**src/rtl/par_irq_pkg.sv**
```systemverilog
package par_irq_pkg;

    localparam int REG_W     = 8;
    localparam int BIT_PFLAG = 0;
    localparam int BIT_PROV  = 1;
    localparam int BIT_PMASK = 2;
    localparam int BIT_OMASK = 3;
    localparam int BIT_LMASK = 4;
    localparam int BIT_OFLAG = 5;
    localparam int BIT_LFLAG = 6;

    typedef struct packed {
        logic prov;
        logic pmask;
        logic omask;
        logic lmask;
    } chan_cfg_t;

    typedef struct packed {
        logic pflag;
        logic oflag;
        logic lflag;
    } chan_flags_t;

    localparam chan_cfg_t   CFG_RESET   = '{prov: 1'b0, pmask: 1'b0, omask: 1'b1, lmask: 1'b1};
    localparam chan_flags_t FLAGS_RESET = '{pflag: 1'b0, oflag: 1'b0, lflag: 1'b0};

    function automatic chan_cfg_t cfg_from_bits(input logic prov, input logic pm,
                                                input logic om, input logic lm);
        chan_cfg_t c;
        c.prov  = prov;
        c.pmask = pm;
        c.omask = om;
        c.lmask = lm;
        return c;
    endfunction

    function automatic logic [REG_W-1:0] pack_word(input chan_cfg_t c, input chan_flags_t f);
        logic [REG_W-1:0] w;
        w            = '0;
        w[BIT_PFLAG] = f.pflag;
        w[BIT_PROV]  = c.prov;
        w[BIT_PMASK] = c.pmask;
        w[BIT_OMASK] = c.omask;
        w[BIT_LMASK] = c.lmask;
        w[BIT_OFLAG] = f.oflag;
        w[BIT_LFLAG] = f.lflag;
        return w;
    endfunction

    function automatic logic irq_term(input chan_cfg_t c, input chan_flags_t f);
        return c.prov & ((f.pflag & ~c.pmask) | (f.oflag & ~c.omask) | (f.lflag & ~c.lmask));
    endfunction

endpackage

```
**src/rtl/par_irq_chan.sv**
```systemverilog
module par_irq_chan
    import par_irq_pkg::*;
(
    input  logic             clk,
    input  logic             rst,
    input  logic             par_evt,
    input  logic             oof_evt,
    input  logic             los_evt,
    input  logic             sel_rd,
    input  logic             sel_wr,
    input  chan_cfg_t        cfg_in,
    output logic [REG_W-1:0] word,
    output logic             term,
    output logic             pflag,
    output logic             prov
);

    chan_cfg_t   cfg_q;
    chan_flags_t flg_q;
    chan_flags_t flg_d;

    // set beats clear so a coincident event is never lost
    always_comb begin
        flg_d.pflag = par_evt | (flg_q.pflag & ~sel_rd);
        flg_d.oflag = oof_evt | (flg_q.oflag & ~sel_rd);
        flg_d.lflag = los_evt | (flg_q.lflag & ~sel_rd);
    end

    always_ff @(posedge clk) begin
        if (rst) begin
            cfg_q <= CFG_RESET;
            flg_q <= FLAGS_RESET;
        end else begin
            flg_q <= flg_d;
            if (sel_wr) cfg_q <= cfg_in;
        end
    end

    assign word  = pack_word(cfg_q, flg_q);
    assign term  = irq_term(cfg_q, flg_q);
    assign pflag = flg_q.pflag;
    assign prov  = cfg_q.prov;

endmodule

```
**src/rtl/par_irq_rdmux.sv**
```systemverilog
module par_irq_rdmux
    import par_irq_pkg::*;
#(
    parameter int N_CH   = 64,
    parameter int ADDR_W = 6
) (
    input  logic             clk,
    input  logic             rst,
    input  logic             rd_en,
    input  logic [ADDR_W-1:0] addr,
    input  logic [REG_W-1:0] words [N_CH],
    output logic [REG_W-1:0] rd_data
);

    logic [REG_W-1:0] sel_word;

    always_comb begin
        sel_word = '0;
        for (int i = 0; i < N_CH; i++) begin
            if (addr == ADDR_W'(i)) sel_word = words[i];
        end
    end

    always_ff @(posedge clk) begin
        if (rst)        rd_data <= '0;
        else if (rd_en) rd_data <= sel_word;
    end

endmodule

```
**src/rtl/par_irq_combine.sv**
```systemverilog
module par_irq_combine #(
    parameter int N_CH = 64
) (
    input  logic            clk,
    input  logic            rst,
    input  logic [N_CH-1:0] terms,
    output logic            irq_n
);

    always_ff @(posedge clk) begin
        if (rst) irq_n <= 1'b1;
        else     irq_n <= ~(|terms);
    end

endmodule

```
**src/rtl/par_irq_agg.sv**
```systemverilog
module par_irq_agg
    import par_irq_pkg::*;
#(
    parameter int N_CH   = 64,
    localparam int ADDR_W = (N_CH > 1) ? $clog2(N_CH) : 1
) (
    input  logic              clk,
    input  logic              rst,
    input  logic [N_CH-1:0]   par_evt,
    input  logic [N_CH-1:0]   oof_evt,
    input  logic [N_CH-1:0]   los_evt,
    input  logic [ADDR_W-1:0] addr,
    input  logic              rd_en,
    input  logic              wr_en,
    input  logic [REG_W-1:0]  wr_data,
    output logic [REG_W-1:0]  rd_data,
    output logic              irq_n
);

    logic [REG_W-1:0] words [N_CH];
    logic [N_CH-1:0]  terms;
    logic [N_CH-1:0]  pflag_vec;
    logic [N_CH-1:0]  prov_vec;
    chan_cfg_t        cfg_in;
    logic             unused_wd;

    assign cfg_in = cfg_from_bits(wr_data[BIT_PROV], wr_data[BIT_PMASK],
                                  wr_data[BIT_OMASK], wr_data[BIT_LMASK]);
    assign unused_wd = ^{wr_data[BIT_PFLAG], wr_data[BIT_OFLAG], wr_data[BIT_LFLAG], wr_data[7]};

    generate
        for (genvar g = 0; g < N_CH; g++) begin : g_chan
            par_irq_chan u_chan (
                .clk     (clk),
                .rst     (rst),
                .par_evt (par_evt[g]),
                .oof_evt (oof_evt[g]),
                .los_evt (los_evt[g]),
                .sel_rd  (rd_en && (addr == ADDR_W'(g))),
                .sel_wr  (wr_en && (addr == ADDR_W'(g))),
                .cfg_in  (cfg_in),
                .word    (words[g]),
                .term    (terms[g]),
                .pflag   (pflag_vec[g]),
                .prov    (prov_vec[g])
            );
        end
    endgenerate

    par_irq_rdmux #(.N_CH(N_CH), .ADDR_W(ADDR_W)) u_rdmux (
        .clk     (clk),
        .rst     (rst),
        .rd_en   (rd_en),
        .addr    (addr),
        .words   (words),
        .rd_data (rd_data)
    );

    par_irq_combine #(.N_CH(N_CH)) u_combine (
        .clk   (clk),
        .rst   (rst),
        .terms (terms),
        .irq_n (irq_n)
    );

endmodule

```
**config.mk**
```make
export PLATFORM = sky130hd
export DESIGN_NAME = par_irq_agg
export DESIGN_NICKNAME = d
export VERILOG_FILES = /design/src/rtl/par_irq_pkg.sv /design/src/rtl/par_irq_chan.sv /design/src/rtl/par_irq_rdmux.sv /design/src/rtl/par_irq_combine.sv /design/src/rtl/par_irq_agg.sv
export SDC_FILE = /design/constraint.sdc
export NUM_CORES = 1
export LEC_CHECK = 0
export ABC_AREA = 1
export BUFFER_PORTS_ARGS = -buffer_cell sky130_fd_sc_hd__buf_2
export CORE_MARGIN = 1
export CORE_UTILIZATION = 25
export CTS_CLUSTER_SIZE = 14
export DETAILED_ROUTE_END_ITERATION = 10
export PLACE_DENSITY_LB_ADDON = 0.15
export SLEW_MARGIN = 10
export SYNTH_ARGS = -nofsm -noshare
export SYNTH_HDL_FRONTEND = slang
export SYNTH_SLANG_ARGS = --single-unit
```
**constraint.sdc**
```tcl
create_clock -name clk -period 6 [get_ports clk]
set_input_delay 1.8 -clock clk [delete_from_list [all_inputs] [get_ports clk]]
set_output_delay 1.8 -clock clk [all_outputs]
set_load 0.02 [all_outputs]
```
==> impl_metrics.tcl <==
set metrics [dict create \
    syn_nets 3403 \
    cp_slowest_cell "nor2_2" \
    wl_per_cell_microns 16.8 \
    maxCapViolations 0 \
    vias 20800 \
    die-width_microns 293 \
    rows 106 \
    dp_cells 4559 \
    initial_core_util_pct 25.2 \
    syn-cell-area_sq_um 21100 \
    grtUsageTotal_pct 18.1 \
    cpPeakStageDelay_ns 0.16 \
    fin_crit_sh_pct 93.7 \
    end_kind "register" \
    grt_pass1_vias 20600 \
    antenna_found_initial 3 \
    port_buffers 213 \
    root_buffer "clkbuf_16" \
    core-area_sq_um 83700 \
    most-common-layout-cells "802 x nand2_1, 465 x nor2_1, 456 x dfxtp_1" \
    dp_hpwl_mm 56.6 \
    rsz0062_at_grt "no" \
    grt_overflow 0 \
    routed_via_density 4.46 \
    status "finished clean" \
    ys_ff_latch 456 \
    maxSlewViolCount 0 \
    wirelength_mm 78.5 \
    gp_congestion 0.797 \
    worst_pin_slew_ns 1.02 \
    finalCriticalPeriod_ns 5.62 \
    ir_drop_mv 0.180 \
    cts_buffers 56 \
    die_area_sq_um 85700 \
    cts_tree "built" \
    path_clk_slew_ns 0.06 \
    finalSetupViolCount 0 \
    crit_top_cell "nand4_1" \
    n_antenna_cell 0 \
    die_y_microns 293 \
    drt.antenna.violating_nets 0 \
    final_nets 3693 \
    area_growth_syn_to_layout_pct 24.7 \
    worst_clock_skew_ns 0.0231 \
    syn_inst 3193 \
    dr.pass1.iters 5 \
    cp-start-kind "input port" \
    path_class "input port to register" \
    p_leak_nw 11.4 \
    drive_gt1_share_pct 14.2 \
    grt_pass1_wl_mm 120 \
    maxSlewHeadroom_pct 32.1 \
    htree_levels 2 \
    crit_fanout 10 \
    clk_latency_ns 0.62 \
    ys_types 32 \
    nFillCells 9354 \
    required_ns 6.47 \
    cellPowerDensity_nw_per_um2 286 \
    synth_area_per_cell_sq_um 6.62 \
    worst_hold_slack_ns 0.465 \
    grt_max_degree 140 \
    final_common_cell "nand2_1" \
    fmax_mhz 178 \
    fin_cells 4664 \
    cts.path.max_buffers 3 \
    yosysSeqAreaShare_pct 43.2 \
    drtIter0Drc 1158 \
    hold_violations 0 \
    multi_input_area_sq_um 10100 \
    seq_area_sq_um 9130 \
    clock_sinks 456 \
    io_pins 219 \
    crit_arrival_ns 6.09 \
    synth_warnings 0 \
    drc 0 \
    min_path_type "register to register" \
]
[final timing paths]
| path | slack [ns] | start | cells past startpoint | endpoint |
|---|---|---|---|---|
| min reg2reg | 0.46 | g_chan[15].u_chan.word[2] | 2 | g_chan[15].u_chan.word[2] |
| max reg2reg | 1.63 | g_chan[2].u_chan.word[5] | 36 | u_rdmux.rd_data[5] |
| max | 0.38 | addr[4] | 40 | u_rdmux.rd_data[3] |
| min | 0.46 | g_chan[15].u_chan.word[2] | 2 | g_chan[15].u_chan.word[2] |
[per-layer routing]
layer	global-route usage, %	part of all wire [%]	up-vias
li1	-	-	10900
met1	24.0	48	9428
met2	30.7	46	327
met3	2.37	4.0	103
met4	4.58	2.1	4
met5	0	0.033	-
[worst max-delay path, delay by kind of cell]
kind | cells | cell delay [ns]
AO/OA/AOI/OAI | 1 | 0.06
buffers and inverters | 3 | 0.38
AND/OR/NAND/NOR | 36 | 3.79
[cells in the mapped netlist, drive strengths merged]
library cell / number / area [sq um]
nand2: 813 / 3050
nor2: 488 / 1890
dfxtp: 456 / 9130
inv: 417 / 1570
a21oi: 360 / 1800
o21ai: 186 / 931
nand3: 110 / 551
clkbuf: 101 / 379
nand4: 95 / 594
o211ai: 90 / 676
o221ai: 22 / 193
buf: 13 / 61.3
or2: 13 / 81.3
a22o: 11 / 96.3
a221oi: 8 / 70.1
clkinv: 2 / 7.51
nor4: 2 / 12.5
a211oi: 1 / 7.51
conb: 1 / 3.75
nor3: 1 / 5.00
o2111ai: 1 / 8.76
o22ai: 1 / 6.26
o31ai: 1 / 7.51
[metrics by stage]
| step | cell area [sq um] | setup TNS [ns] | power [W] | worst slack, ns | util [%] |
|---|---|---|---|---|---|
| floorplan | 21100 | 0 | 0.00362 | 1.40 | - |
| global placement | 24200 | -2.64 | 0.00395 | -0.493 | 29.0 |
| detailed placement | 24200 | -2.46 | 0.00395 | -0.462 | 29.0 |
| CTS | 26200 | 0 | 0.00764 | 0.208 | 31.3 |
| global route | 26300 | 0 | 0.00784 | 0.000596 | 31.5 |
| finish | 26300 | 0 | 0.00752 | 0.380 | 31.5 |
[logic make-up after synthesis]
| family | Yosys count | share of synthesized area, % |
|---|---|---|
| buf+inv | 533 | 9.53 |
| compound gates | 681 | 18.0 |
| simple gates | 1522 | 29.3 |
| flops | 456 | 43.2 |
| other cells | 1 | 0.0177 |
[registers in the layout (all words and copies together) (netlist names)]
| register | count |
|---|---|
| g_chan.u_chan.pflag | 64 |
| u_rdmux.rd_data | 7 |
| u_combine.irq_n | 1 |
| g_chan.u_chan.word | 320 |
| g_chan.u_chan.prov | 64 |
[area by class of cell]
| type | count | area share (%) |
|---|---|---|
| Sequential cell | 456 | 34.7 |
| Timing Repair Buffer | 346 | 8.17 |
| Multi-Input combinational cell | 2204 | 38.2 |
| Clock buffer | 81 | 6.37 |
| Tap cell | 1134 | 5.39 |
| Inverter | 419 | 5.99 |
| Clock inverter | 24 | 1.18 |
[what timing repair did]
item | in CTS | in global routing
hold buffers | 0 | 0
setup buffers | 0 | 1
setup endpoints to repair | 0 | 6
resized for setup | 0 | 37
[report_power, final]
group	total [W]	internal [W]	switching, W
sequential	0.00323	0.00314	0.0000923
clock	0.00365	0.00223	0.00142
combinational	0.000640	0.000226	0.000414
No activity file was read; power rests on OpenSTA's default activity.
